--- config.mk ---
export PLATFORM = sky130hd
export DESIGN_NAME = evt_irq_hub
export DESIGN_NICKNAME = d
export VERILOG_FILES = /design/src/rtl/irqhub_pkg.sv /design/src/rtl/irqhub_group.sv /design/src/rtl/irqhub_arm.sv /design/src/rtl/evt_irq_hub.sv
export SDC_FILE = /design/constraint.sdc
export NUM_CORES = 1
export LEC_CHECK = 0
export BUFFER_PORTS_ARGS = -buffer_cell sky130_fd_sc_hd__buf_2
export CELL_PAD_IN_SITES_DETAIL_PLACEMENT = 0
export CELL_PAD_IN_SITES_GLOBAL_PLACEMENT = 1
export CORE_MARGIN = 1
export CORE_UTILIZATION = 25
export CTS_CLUSTER_SIZE = 40
export DETAILED_ROUTE_END_ITERATION = 10
export GPL_TIMING_DRIVEN = 0
export HOLD_SLACK_MARGIN = 0.08
export PLACE_DENSITY = 0.58
export SLEW_MARGIN = 40
export SYNTH_ARGS = -nofsm -noshare
export SYNTH_HDL_FRONTEND = slang
export SYNTH_SLANG_ARGS = --single-unit
--- constraint.sdc ---
create_clock -name clk -period 6.9 [get_ports clk]
set_input_delay 1.38 -clock clk [delete_from_list [all_inputs] [get_ports clk]]
set_output_delay 1.38 -clock clk [all_outputs]
set_load 0.01 [all_outputs]
--- src/rtl/irqhub_pkg.sv ---
package irqhub_pkg;

    localparam int unsigned ADDR_W = 8;
    localparam int unsigned DATA_W = 32;
    localparam int unsigned N_GRP  = 2;

    localparam logic [ADDR_W-1:0] OFF_REV   = 8'h00;
    localparam logic [ADDR_W-1:0] OFF_CTRL  = 8'h04;
    localparam logic [ADDR_W-1:0] OFF_STAT  = 8'h08;
    localparam logic [ADDR_W-1:0] OFF_EPG   = 8'h20;
    localparam logic [ADDR_W-1:0] OFF_CORG  = 8'h40;
    localparam logic [ADDR_W-1:0] OFF_EOI   = 8'h60;

    // Offsets inside one group, relative to its base
    localparam logic [ADDR_W-1:0] REL_SRC     = 8'h00;
    localparam logic [ADDR_W-1:0] REL_SRC_SET = 8'h04;
    localparam logic [ADDR_W-1:0] REL_SRC_CLR = 8'h08;
    localparam logic [ADDR_W-1:0] REL_MSK     = 8'h0c;
    localparam logic [ADDR_W-1:0] REL_MSK_SET = 8'h10;
    localparam logic [ADDR_W-1:0] REL_MSK_CLR = 8'h14;
    localparam logic [ADDR_W-1:0] REL_MASKED  = 8'h18;

    typedef enum logic [1:0] {
        ST_ARMED    = 2'd0,
        ST_FIRE     = 2'd1,
        ST_WAIT_EOI = 2'd2
    } arm_state_e;

    typedef struct packed {
        logic src_set;
        logic src_clr;
        logic msk_set;
        logic msk_clr;
    } grp_wr_t;

    function automatic logic [DATA_W-1:0] ones_lo(input int unsigned n);
        if (n == 0) return '0;
        return {DATA_W{1'b1}} >> (DATA_W - n);
    endfunction

endpackage

--- src/rtl/irqhub_group.sv ---
module irqhub_group
    import irqhub_pkg::*;
#(
    parameter logic [DATA_W-1:0] VALID = {DATA_W{1'b1}}
) (
    input  logic              clk,
    input  logic              rst_n,
    input  logic              clr_all,
    input  logic [DATA_W-1:0] evt,
    input  grp_wr_t           wr,
    input  logic [DATA_W-1:0] wdata,
    output logic [DATA_W-1:0] src_q,
    output logic [DATA_W-1:0] msk_q,
    output logic [DATA_W-1:0] pend
);

    logic [DATA_W-1:0] src_d, msk_d;

    always_comb begin
        // hardware events are ORed in after the clear, so an event wins
        src_d = ((src_q & ~(wr.src_clr ? wdata : '0))
                 | (wr.src_set ? wdata : '0)
                 | evt) & VALID;
        msk_d = ((msk_q & ~(wr.msk_clr ? wdata : '0))
                 | (wr.msk_set ? wdata : '0)) & VALID;
    end

    always_ff @(posedge clk or negedge rst_n) begin
        if (!rst_n) begin
            src_q <= '0;
            msk_q <= '0;
        end else if (clr_all) begin
            src_q <= '0;
            msk_q <= '0;
        end else begin
            src_q <= src_d;
            msk_q <= msk_d;
        end
    end

    assign pend = src_q & msk_q;

endmodule

--- src/rtl/irqhub_arm.sv ---
module irqhub_arm
    import irqhub_pkg::*;
(
    input  logic clk,
    input  logic rst_n,
    input  logic clr_all,
    input  logic pend_any,
    input  logic eoi,
    output logic irq,
    output logic armed
);

    arm_state_e state_q, state_d;

    always_ff @(posedge clk or negedge rst_n) begin
        if (!rst_n) state_q <= ST_ARMED;
        else        state_q <= state_d;
    end

    always_comb begin
        state_d = state_q;
        if (clr_all) begin
            state_d = ST_ARMED;
        end else begin
            unique case (state_q)
                ST_ARMED:    if (pend_any) state_d = ST_FIRE;
                ST_FIRE:     state_d = eoi ? ST_ARMED : ST_WAIT_EOI;
                ST_WAIT_EOI: if (eoi) state_d = ST_ARMED;
                default:     state_d = ST_ARMED;
            endcase
        end
    end

    always_comb begin
        irq   = (state_q == ST_FIRE);
        armed = (state_q == ST_ARMED);
    end

endmodule

--- src/rtl/evt_irq_hub.sv ---
module evt_irq_hub
    import irqhub_pkg::*;
#(
    parameter logic [DATA_W-1:0] REV_ID   = 32'h0002_0103,
    parameter int unsigned       EP_TX_N  = 16,
    parameter int unsigned       EP_RX_N  = 15,
    parameter int unsigned       CORE_N   = 9,
    parameter int unsigned       CORE_LSB = 16
) (
    input  logic                clk,
    input  logic                rst_n,
    input  logic                bus_sel,
    input  logic                bus_we,
    input  logic [ADDR_W-1:0]   bus_addr,
    input  logic [DATA_W-1:0]   bus_wdata,
    output logic [DATA_W-1:0]   bus_rdata,
    input  logic [EP_TX_N-1:0]  ep_tx_evt,
    input  logic [EP_RX_N-1:0]  ep_rx_evt,
    input  logic [CORE_N-1:0]   core_evt,
    output logic                irq
);

    localparam int unsigned       EP_RX_LSB  = DATA_W - EP_RX_N;
    localparam logic [DATA_W-1:0] EP_VALID   = ones_lo(EP_TX_N) | (ones_lo(EP_RX_N) << EP_RX_LSB);
    localparam logic [DATA_W-1:0] CORE_VALID = ones_lo(CORE_N) << CORE_LSB;

    logic wr_en, rd_en, eoi_wr, soft_q, armed, pend_any;
    logic [N_GRP-1:0][DATA_W-1:0] evt_w, src_w, msk_w, pend_w, grp_rd;
    grp_wr_t wr_w [N_GRP];
    logic [DATA_W-1:0] rd_word;

    assign wr_en  = bus_sel & bus_we;
    assign rd_en  = bus_sel & ~bus_we;
    assign eoi_wr = wr_en && (bus_addr == OFF_EOI);

    assign evt_w[0] = DATA_W'(ep_tx_evt) | (DATA_W'(ep_rx_evt) << EP_RX_LSB);
    assign evt_w[1] = DATA_W'(core_evt) << CORE_LSB;

    // soft reset: one-cycle pulse, further control writes ignored while it is high
    always_ff @(posedge clk or negedge rst_n) begin
        if (!rst_n)                                soft_q <= 1'b0;
        else if (soft_q)                           soft_q <= 1'b0;
        else if (wr_en && bus_addr == OFF_CTRL)    soft_q <= bus_wdata[0];
    end

    for (genvar g = 0; g < N_GRP; g++) begin : g_grp
        localparam logic [ADDR_W-1:0] GB = (g == 0) ? OFF_EPG : OFF_CORG;
        localparam logic [DATA_W-1:0] GV = (g == 0) ? EP_VALID : CORE_VALID;

        assign wr_w[g].src_set = wr_en && (bus_addr == GB + REL_SRC_SET);
        assign wr_w[g].src_clr = wr_en && (bus_addr == GB + REL_SRC_CLR);
        assign wr_w[g].msk_set = wr_en && (bus_addr == GB + REL_MSK_SET);
        assign wr_w[g].msk_clr = wr_en && (bus_addr == GB + REL_MSK_CLR);

        irqhub_group #(.VALID(GV)) u_grp (
            .clk     (clk),
            .rst_n   (rst_n),
            .clr_all (soft_q),
            .evt     (evt_w[g]),
            .wr      (wr_w[g]),
            .wdata   (bus_wdata),
            .src_q   (src_w[g]),
            .msk_q   (msk_w[g]),
            .pend    (pend_w[g])
        );

        assign grp_rd[g] = (bus_addr == GB + REL_SRC)    ? src_w[g]  :
                           (bus_addr == GB + REL_MSK)    ? msk_w[g]  :
                           (bus_addr == GB + REL_MASKED) ? pend_w[g] : '0;
    end

    assign pend_any = |pend_w;

    irqhub_arm u_arm (
        .clk      (clk),
        .rst_n    (rst_n),
        .clr_all  (soft_q),
        .pend_any (pend_any),
        .eoi      (eoi_wr),
        .irq      (irq),
        .armed    (armed)
    );

    always_comb begin
        case (bus_addr)
            OFF_REV:  rd_word = REV_ID;
            OFF_CTRL: rd_word = {{(DATA_W-1){1'b0}}, soft_q};
            OFF_STAT: rd_word = {{(DATA_W-1){1'b0}}, armed};
            default:  rd_word = grp_rd[0] | grp_rd[1];
        endcase
    end

    assign bus_rdata = rd_en ? rd_word : '0;

endmodule

== Word level (Yosys, flattened, before mapping) ==
Cells that the tools add are included.
W data, S select, Z words.

* $add $sub $neg: 0
* $mul: 0
* Div/mod/pow operators: 0
* Magnitude comparators: 0
* Eq/ne operators: 21
* Shift-type cells: 0
* Multiplexer cells: 27
* Bitwise gates (word level): 21
* Reduce and logical (&&, ||, !) cells: 14

{| class="wikitable"
|+ Operators by type and width
! cell !! count
|-
| $mux W32 || 13
|-
| $mux W25 || 6
|-
| $or A32 B32 Y32 || 4
|-
| $and A32 B32 Y32 || 3
|-
| $pmux W32 S3 || 1
|-
| $and A25 B25 Y25 || 3
|-
| $or A25 B25 Y25 || 3
|-
| $eq A8 B7 Y1 const B || 8
|-
| $not A32 Y32 || 2
|-
| $reduce_or A64 Y1 || 1
|-
| $eq A8 B6 Y1 const B || 7
|-
| $not A25 Y25 || 2
|-
| $or A16 B32 Y32 || 1
|-
| $logic_and A1 B1 Y1 || 10
|-
| $eq A8 B3 Y1 const B || 1
|-
| $eq A8 B4 Y1 const B || 1
|-
| $logic_not A8 Y1 || 1
|-
| $mux W2 || 4
|-
| $ne A3 B2 Y1 const B || 2
|-
| $pmux W2 S3 || 1
|-
| $and A1 B1 Y1 || 2
|-
| $eq A2 B1 Y1 const B || 1
|-
| $eq A2 B2 Y1 const B || 1
|-
| $logic_not A2 Y1 || 1
|-
| other kinds (3) || 4
|}

* Register bits after elaboration: 117
* Latch bits: 0
* Memory bits (writable): 0
* ROM bits: 0
* Input bits: 84
* Memories: 0

== Logic depth before layout (Yosys ltp) ==
* Depth after elaboration: 8
* Depth in mapped cells: 7
* Mapped depth without buffers: 4

== Cells and area by module ==
Synthesis repeated with hierarchy kept, for this count alone.

* Cell total of the unflattened synthesis: 840
* Area, all modules: 7,166.9 um^2

{| class="wikitable"
|+ By module, submodules not included
! module !! instances !! cells each !! area each (um^2) !! sequential area each (um^2)
|-
| irqhub_group at g_grp[0].u_grp || 1 || 302 || 3,204.3 || 1,551.5
|-
| evt_irq_hub || 1 || 374 || 2,436.1 || 25.0
|-
| irqhub_group at g_grp[1].u_grp || 1 || 157 || 1,436.4 || 450.4
|-
| irqhub_arm || 1 || 7 || 90.1 || 50.0
|}

== Worst setup path after synthesis ==
Ideal clock, no wire load.

* Kind: input port to output port
* Start: in bus_addr[2]
* End: out bus_rdata[24]
* Data arrival time: 2,887 ps
* Setup slack: 2,633 ps
* Stages: 5
* Path buffers: 2
* Cell sequence: buf_6 -> or4_4 -> buf_6 -> or4_1 -> a31oi_1

* Longest elaborated chain between the ends: 7
* Elaborated cells between the ends (all ways): 18
* Those cells by class: eq/ne (8); mux (8); bitwise (1); reduce/logical (1)

{| class="wikitable"
|+ Ends and longest elaborated chain
! what !! RTL line !! source
|-
| from (decl) || evt_irq_hub.sv:14 || <nowiki>input logic [ADDR_W-1:0] bus_addr,</nowiki>
|-
| $eq A8 B6 Y1 / $eq A8 B7 Y1 (equally long branches) || evt_irq_hub.sv:69 || <nowiki>(bus_addr == GB + REL_MASKED) ? pend_w[g] : '0;</nowiki>
|-
| $mux W32 || evt_irq_hub.sv:69 ||
|-
| $mux W32 || evt_irq_hub.sv:68 || <nowiki>(bus_addr == GB + REL_MSK) ? msk_w[g] :</nowiki>
|-
| $mux W32 || evt_irq_hub.sv:67 || <nowiki>assign grp_rd[g] = (bus_addr == GB + REL_SRC) ? src_w[g] :</nowiki>
|-
| $or A32 B32 Y32 || evt_irq_hub.sv:89 || <nowiki>default: rd_word = grp_rd[0] | grp_rd[1];</nowiki>
|-
| $pmux W32 S3 * || evt_irq_hub.sv:85 || <nowiki>case (bus_addr)</nowiki>
|-
| $mux W32 * || evt_irq_hub.sv:93 || <nowiki>assign bus_rdata = rd_en ? rd_word : '0;</nowiki>
|-
| to (decl) || evt_irq_hub.sv:16 || <nowiki>output logic [DATA_W-1:0] bus_rdata,</nowiki>
|}

Every way passes the cells marked *; elsewhere a longest branch is shown, timed or not.

== Worst setup path after layout ==
* Start: in bus_addr[0]
* End: out bus_rdata[30]

* Longest elaborated chain between the ends: 7
* Elaborated cells between the ends (all ways): 16
* Those cells by class: eq/ne (7); mux (7); bitwise (1); reduce/logical (1)

{| class="wikitable"
|+ Ends and longest elaborated chain
! what !! RTL line
|-
| $eq A8 B6 Y1 || evt_irq_hub.sv:69
|-
| $mux W32 || evt_irq_hub.sv:69
|-
| $mux W32 || evt_irq_hub.sv:68
|-
| $mux W32 || evt_irq_hub.sv:67
|-
| $or A32 B32 Y32 || evt_irq_hub.sv:89
|-
| $pmux W32 S3 * || evt_irq_hub.sv:85
|-
| $mux W32 * || evt_irq_hub.sv:93
|}

Marked as above.

==> flow_summary.html <==
<table>
<tr><th>Metric</th><th>Value</th></tr>
<tr><th colspan="2">GRT</th></tr>
<tr><td>Global-route wire length before repair</td><td>33,900 um</td></tr>
<tr><td>Initial antenna violation count</td><td>0</td></tr>
<tr><td>Global routing usage summed across all routing layers</td><td>0.208</td></tr>
<tr><td>Pin count of the biggest net entering global routing</td><td>53</td></tr>
<tr><td>Total global routing overflow</td><td>0</td></tr>
<tr><td>Via count of the first global-routing pass</td><td>around 5,600</td></tr>
<tr><th colspan="2">Min path</th></tr>
<tr><td>Hold crit path type</td><td>reg -&gt; reg</td></tr>
<tr><th colspan="2">Yosys</th></tr>
<tr><td>Number of instances in the synthesized netlist</td><td>618</td></tr>
<tr><td>Number of synthesized flops with an enable pin</td><td>0</td></tr>
<tr><td>Total of flip-flops plus latches after synthesis</td><td>83</td></tr>
<tr><td>Synthesis warning total</td><td>0</td></tr>
<tr><td>Synthesized net count</td><td>702</td></tr>
<tr><td>Syn Area/Cell</td><td>8.58 um2</td></tr>
<tr><td>Fraction of synthesis flops using an asynchronous set or reset pin</td><td>1.00</td></tr>
<tr><td>Post-Syn Area</td><td>5300 um2</td></tr>
<tr><td>Sequential fraction of the synthesis area</td><td>0.392</td></tr>
<tr><td>Cell variety after synth</td><td>slightly below 60</td></tr>
<tr><td>Most frequently used flop master after synthesis</td><td>dfrtp_1</td></tr>
<tr><th colspan="2">Layout</th></tr>
<tr><td>Design Area, Final</td><td>6570 um2</td></tr>
<tr><td>Number of filler instances in the final layout</td><td>2,216</td></tr>
<tr><td>Share of layout cells above drive strength 1</td><td>0.271</td></tr>
<tr><td>Area of the multi-input gates</td><td>2890 um2</td></tr>
<tr><td>Sequential Area</td><td>2080 um2</td></tr>
<tr><td>Total inserted antenna cells</td><td>0</td></tr>
<tr><td>Syn-to-layout area delta</td><td>23.9%</td></tr>
<tr><td>Total Nets Final</td><td>829</td></tr>
<tr><td>Number of non-filler instances in the completed layout</td><td>1,020</td></tr>
<tr><th colspan="2">Setup path</th></tr>
<tr><td>Critical Path Start Type</td><td>primary input</td></tr>
<tr><td>Worst setup path class</td><td>in -&gt; out</td></tr>
<tr><td>R2R Setup Slk</td><td>5.12 ns</td></tr>
<tr><td>Crit. End Element</td><td>output pin</td></tr>
<tr><td>Required @ worst endpoint</td><td>5.52 ns</td></tr>
<tr><td>Critical-path maximum fanout</td><td>10</td></tr>
<tr><td>Arrival time of data at the critical path endpoint</td><td>~3.8 ns</td></tr>
<tr><th colspan="2">Timing</th></tr>
<tr><td>Clock Skew</td><td>approximately 0.0098 ns</td></tr>
<tr><td>Setup repair after global routing missed its margin</td><td>no</td></tr>
<tr><td>Min Tclk post-route</td><td>5.15 ns</td></tr>
<tr><td>Maximum clock frequency</td><td>194 MHz</td></tr>
<tr><td>Final sum of negative setup slack</td><td>0 ns</td></tr>
<tr><td>Max_slew headroom</td><td>0.451</td></tr>
<tr><td>Worst Tran Pin Value</td><td>0.824 ns</td></tr>
<tr><td>Hold Fails Final Rpt</td><td>0</td></tr>
<tr><td>Final setup violation count</td><td>0</td></tr>
<tr><td>Final count of pins violating max slew</td><td>0</td></tr>
<tr><td>Hold slack final</td><td>0.572 ns</td></tr>
<tr><td>Final period utilization</td><td>0.746</td></tr>
<tr><td>Final worst setup slack</td><td>1.75 ns</td></tr>
<tr><th colspan="2">Die</th></tr>
<tr><td>Count of standard-cell rows</td><td>52</td></tr>
<tr><td>Die Height</td><td>148 um</td></tr>
<tr><td>Die W</td><td>148 um</td></tr>
<tr><td>Area of the placeable core</td><td>just over 20,000 um2</td></tr>
<tr><td>Effective utilization at floorplan</td><td>0.259</td></tr>
<tr><td>Overall die area</td><td>21,800 um2</td></tr>
<tr><td>Top-level port count</td><td>~120</td></tr>
<tr><th colspan="2">Run status</th></tr>
<tr><td>Result of the run</td><td>finished clean</td></tr>
<tr><th colspan="2">Place</th></tr>
<tr><td>Half-perimeter wire length after detailed placement</td><td>15,800 um</td></tr>
<tr><td>Placed insts</td><td>1,004</td></tr>
<tr><td>Port Buffers</td><td>around 120</td></tr>
<tr><td>Post-placement cell area</td><td>6260 um2</td></tr>
<tr><td>Placement Setup Slack</td><td>around 1.8 ns</td></tr>
<tr><td>GP Congestion</td><td>0.865</td></tr>
<tr><th colspan="2">CTS</th></tr>
<tr><td>Clock transition time at the flip-flop clock pins of the worst setup and hold paths</td><td>0.06 ns</td></tr>
<tr><td>Bufs on Longest Clock Path</td><td>2</td></tr>
<tr><td>Htree depth</td><td>3</td></tr>
<tr><td># clock sinks</td><td>83</td></tr>
<tr><td>CTS buffer count</td><td>9</td></tr>
<tr><td>Clock Root Buffer</td><td>clkbuf_16</td></tr>
<tr><td>Post CTS Setup Buffer Count</td><td>0</td></tr>
<tr><td>Post-cts repair resize count</td><td>0</td></tr>
<tr><td>Clock latency reported for the late side of the worst-skew pair</td><td>around 0.35 ns</td></tr>
<tr><td>CTS tree</td><td>done</td></tr>
<tr><td>Count of hold buffers inserted by post-cts repair</td><td>0</td></tr>
<tr><th colspan="2">Power and ir drop</th></tr>
<tr><td>Leakage Power</td><td>2.65 nW</td></tr>
<tr><td>Power per unit of standard cell area</td><td>between 150 and 200 nW/um2</td></tr>
<tr><td>Highest ir drop seen on vdd</td><td>0.125 mV</td></tr>
<tr><th colspan="2">Drt</th></tr>
<tr><td>Number of remaining DRC errors</td><td>0</td></tr>
<tr><td>DRT met1 WL</td><td>10,000 um</td></tr>
<tr><td>Met2 routed wirelength</td><td>10,100 um</td></tr>
<tr><td>WL final</td><td>22,000 um</td></tr>
<tr><td>Final ANT Viol Nets</td><td>0</td></tr>
<tr><td>Via total after detailed routing</td><td>5,539</td></tr>
<tr><td>Top routing layer in use</td><td>met4</td></tr>
<tr><td>Routed WL per cell</td><td>21.6 um</td></tr>
<tr><td>Post-detailed-route via-to-cell ratio</td><td>5.43</td></tr>
<tr><td>Number of detailed-route iterations in the first pass</td><td>5</td></tr>
<tr><td>Initial drt markers</td><td>338</td></tr>
<tr><td>Routed length on met3</td><td>1240 um</td></tr>
<tr><th colspan="2">Job</th></tr>
<tr><td>Max-Cap Viols</td><td>0</td></tr>
</table>
[metal layers]
layer | vias to the layer above | GRT usage
li1 | 2559 | -
met1 | 2750 | 0.287
met2 | 200 | 0.329
met3 | 30 | 0.0358
met4 | 0 | 0.0696
met5 | - | 0
[final cells by class]
class | instances | share of cell area
multi-input combinational | 455 | 0.441
sequential | 83 | 0.316
timing repair buffer | 116 | 0.0916
tap | 270 | 0.0514
clock buffer | 11 | 0.0370
buffer | 46 | 0.0356
inverter | 34 | 0.0194
clock inverter | 5 | 0.00800
[state kept, by name (all words and copies together) (netlist names)]
signal	count
u_arm.state_q	2
g_grp.u_grp.msk_q	40
soft_q	1
g_grp.u_grp.src_q	40
[where the power goes]
| part | internal, mW | switching (mW) | total, mW |
|---|---|---|---|
| clock network | 0.289 | 0.209 | 0.497 |
| registers | 0.500 | 0.0142 | 0.514 |
| logic | 0.0626 | 0.0906 | 0.153 |
| total | 0.851 | 0.313 | 1.16 |
[layout by cell type (no fill, tap or decap), types with 4 or more instances in the layout]
master and instances:
o21bai_1 6, o21ai_1 9, buf_6 6, a32o_1 6, dfrtp_1 83, nor3_1 8
a221oi_1 9, a21o_1 9, nand2_1 43, inv_1 34, nand3_1 27, a22oi_2 20
a21oi_2 20, nor4_1 4, buf_2 126, xnor2_1 4, nor2b_1 8, a21oi_1 125
clkbuf_1 26, nor2_1 4, a22oi_1 4, a22o_1 28, o21ai_0 72, clkbuf_16 9
[critical path: stages]
cell and delay [ns]:
buf_2 0.12, clkbuf_1 0.23, or3b_2 0.59, nor3_1 0.39, clkbuf_1 0.51, nand3_1 0.17, a21oi_2 0.20, buf_2 0.16
[final timing paths]
path,from,cells after the start,end
min reg2reg,g_grp[0].u_grp.msk_q[24]$_DFF_PN0_,2,g_grp[0].u_grp.msk_q[24]$_DFF_PN0_
max in group asynchronous,rst_n,2,g_grp[0].u_grp.msk_q[13]$_DFF_PN0_
max,bus_addr[0],8,bus_rdata[30]
max reg2reg,g_grp[0].u_grp.src_q[9]$_DFF_PN0_,4,u_arm.state_q[0]$_DFFE_PN0P_
min in group asynchronous,rst_n,1,g_grp[1].u_grp.src_q[19]$_DFF_PN0_
min,g_grp[0].u_grp.msk_q[24]$_DFF_PN0_,2,g_grp[0].u_grp.msk_q[24]$_DFF_PN0_
[Yosys cell counts (2+ instances only)]
master    number  area (um2)
a21o_1         9        67.6
a21oi_1      125         626
a21oi_2       20         175
a221oi_1       9        78.8
a22o_1        28         245
a22oi_1        4        30.0
a22oi_2       20         250
a31oi_1        2        12.5
a32o_1         6        60.1
and2_1         2        12.5
and3_1         2        12.5
buf_1          2        7.51
buf_2         11        55.1
buf_4          2        15.0
buf_6          5        56.3
clkbuf_1      26        97.6
dfrtp_1       83        2080
inv_1         34         128
nand2_1       43         161
nand2b_1       3        18.8
nand3_1       27         135
nand4_1        3        18.8
nor2_1         4        15.0
nor2b_1        8        50.1
nor3_1        10        50.1
nor4_1         4        25.0
nor4b_1        2        17.5
o211a_1        2        20.0
o21ai_0       72         360
o21ai_1        9        45.0
o21bai_1       6        45.0
or2_2          2        12.5
or3b_2         2        17.5
or4_1          3        22.5
xnor2_1        4        35.0
[cell families (layout without fill, tap and decap cells)]
family	count (synthesis)	count (layout)	share of synthesized area
compound gates	321	321	0.396
xor+xnor	4	4	0.00661
buf+inv	80	212	0.0677
flops	83	83	0.392
simple gates	129	129	0.136
fa+ha+maj	1	1	0.00189
[through the flow]
stage                     total power, mW   util
after floorplan                     0.597      -
after global placement              0.671  0.303
after detailed placement            0.675  0.305
after CTS                            1.17  0.320
after global routing                 1.21  0.320
final                                1.16  0.320
Power figures use the tool's default switching activity.
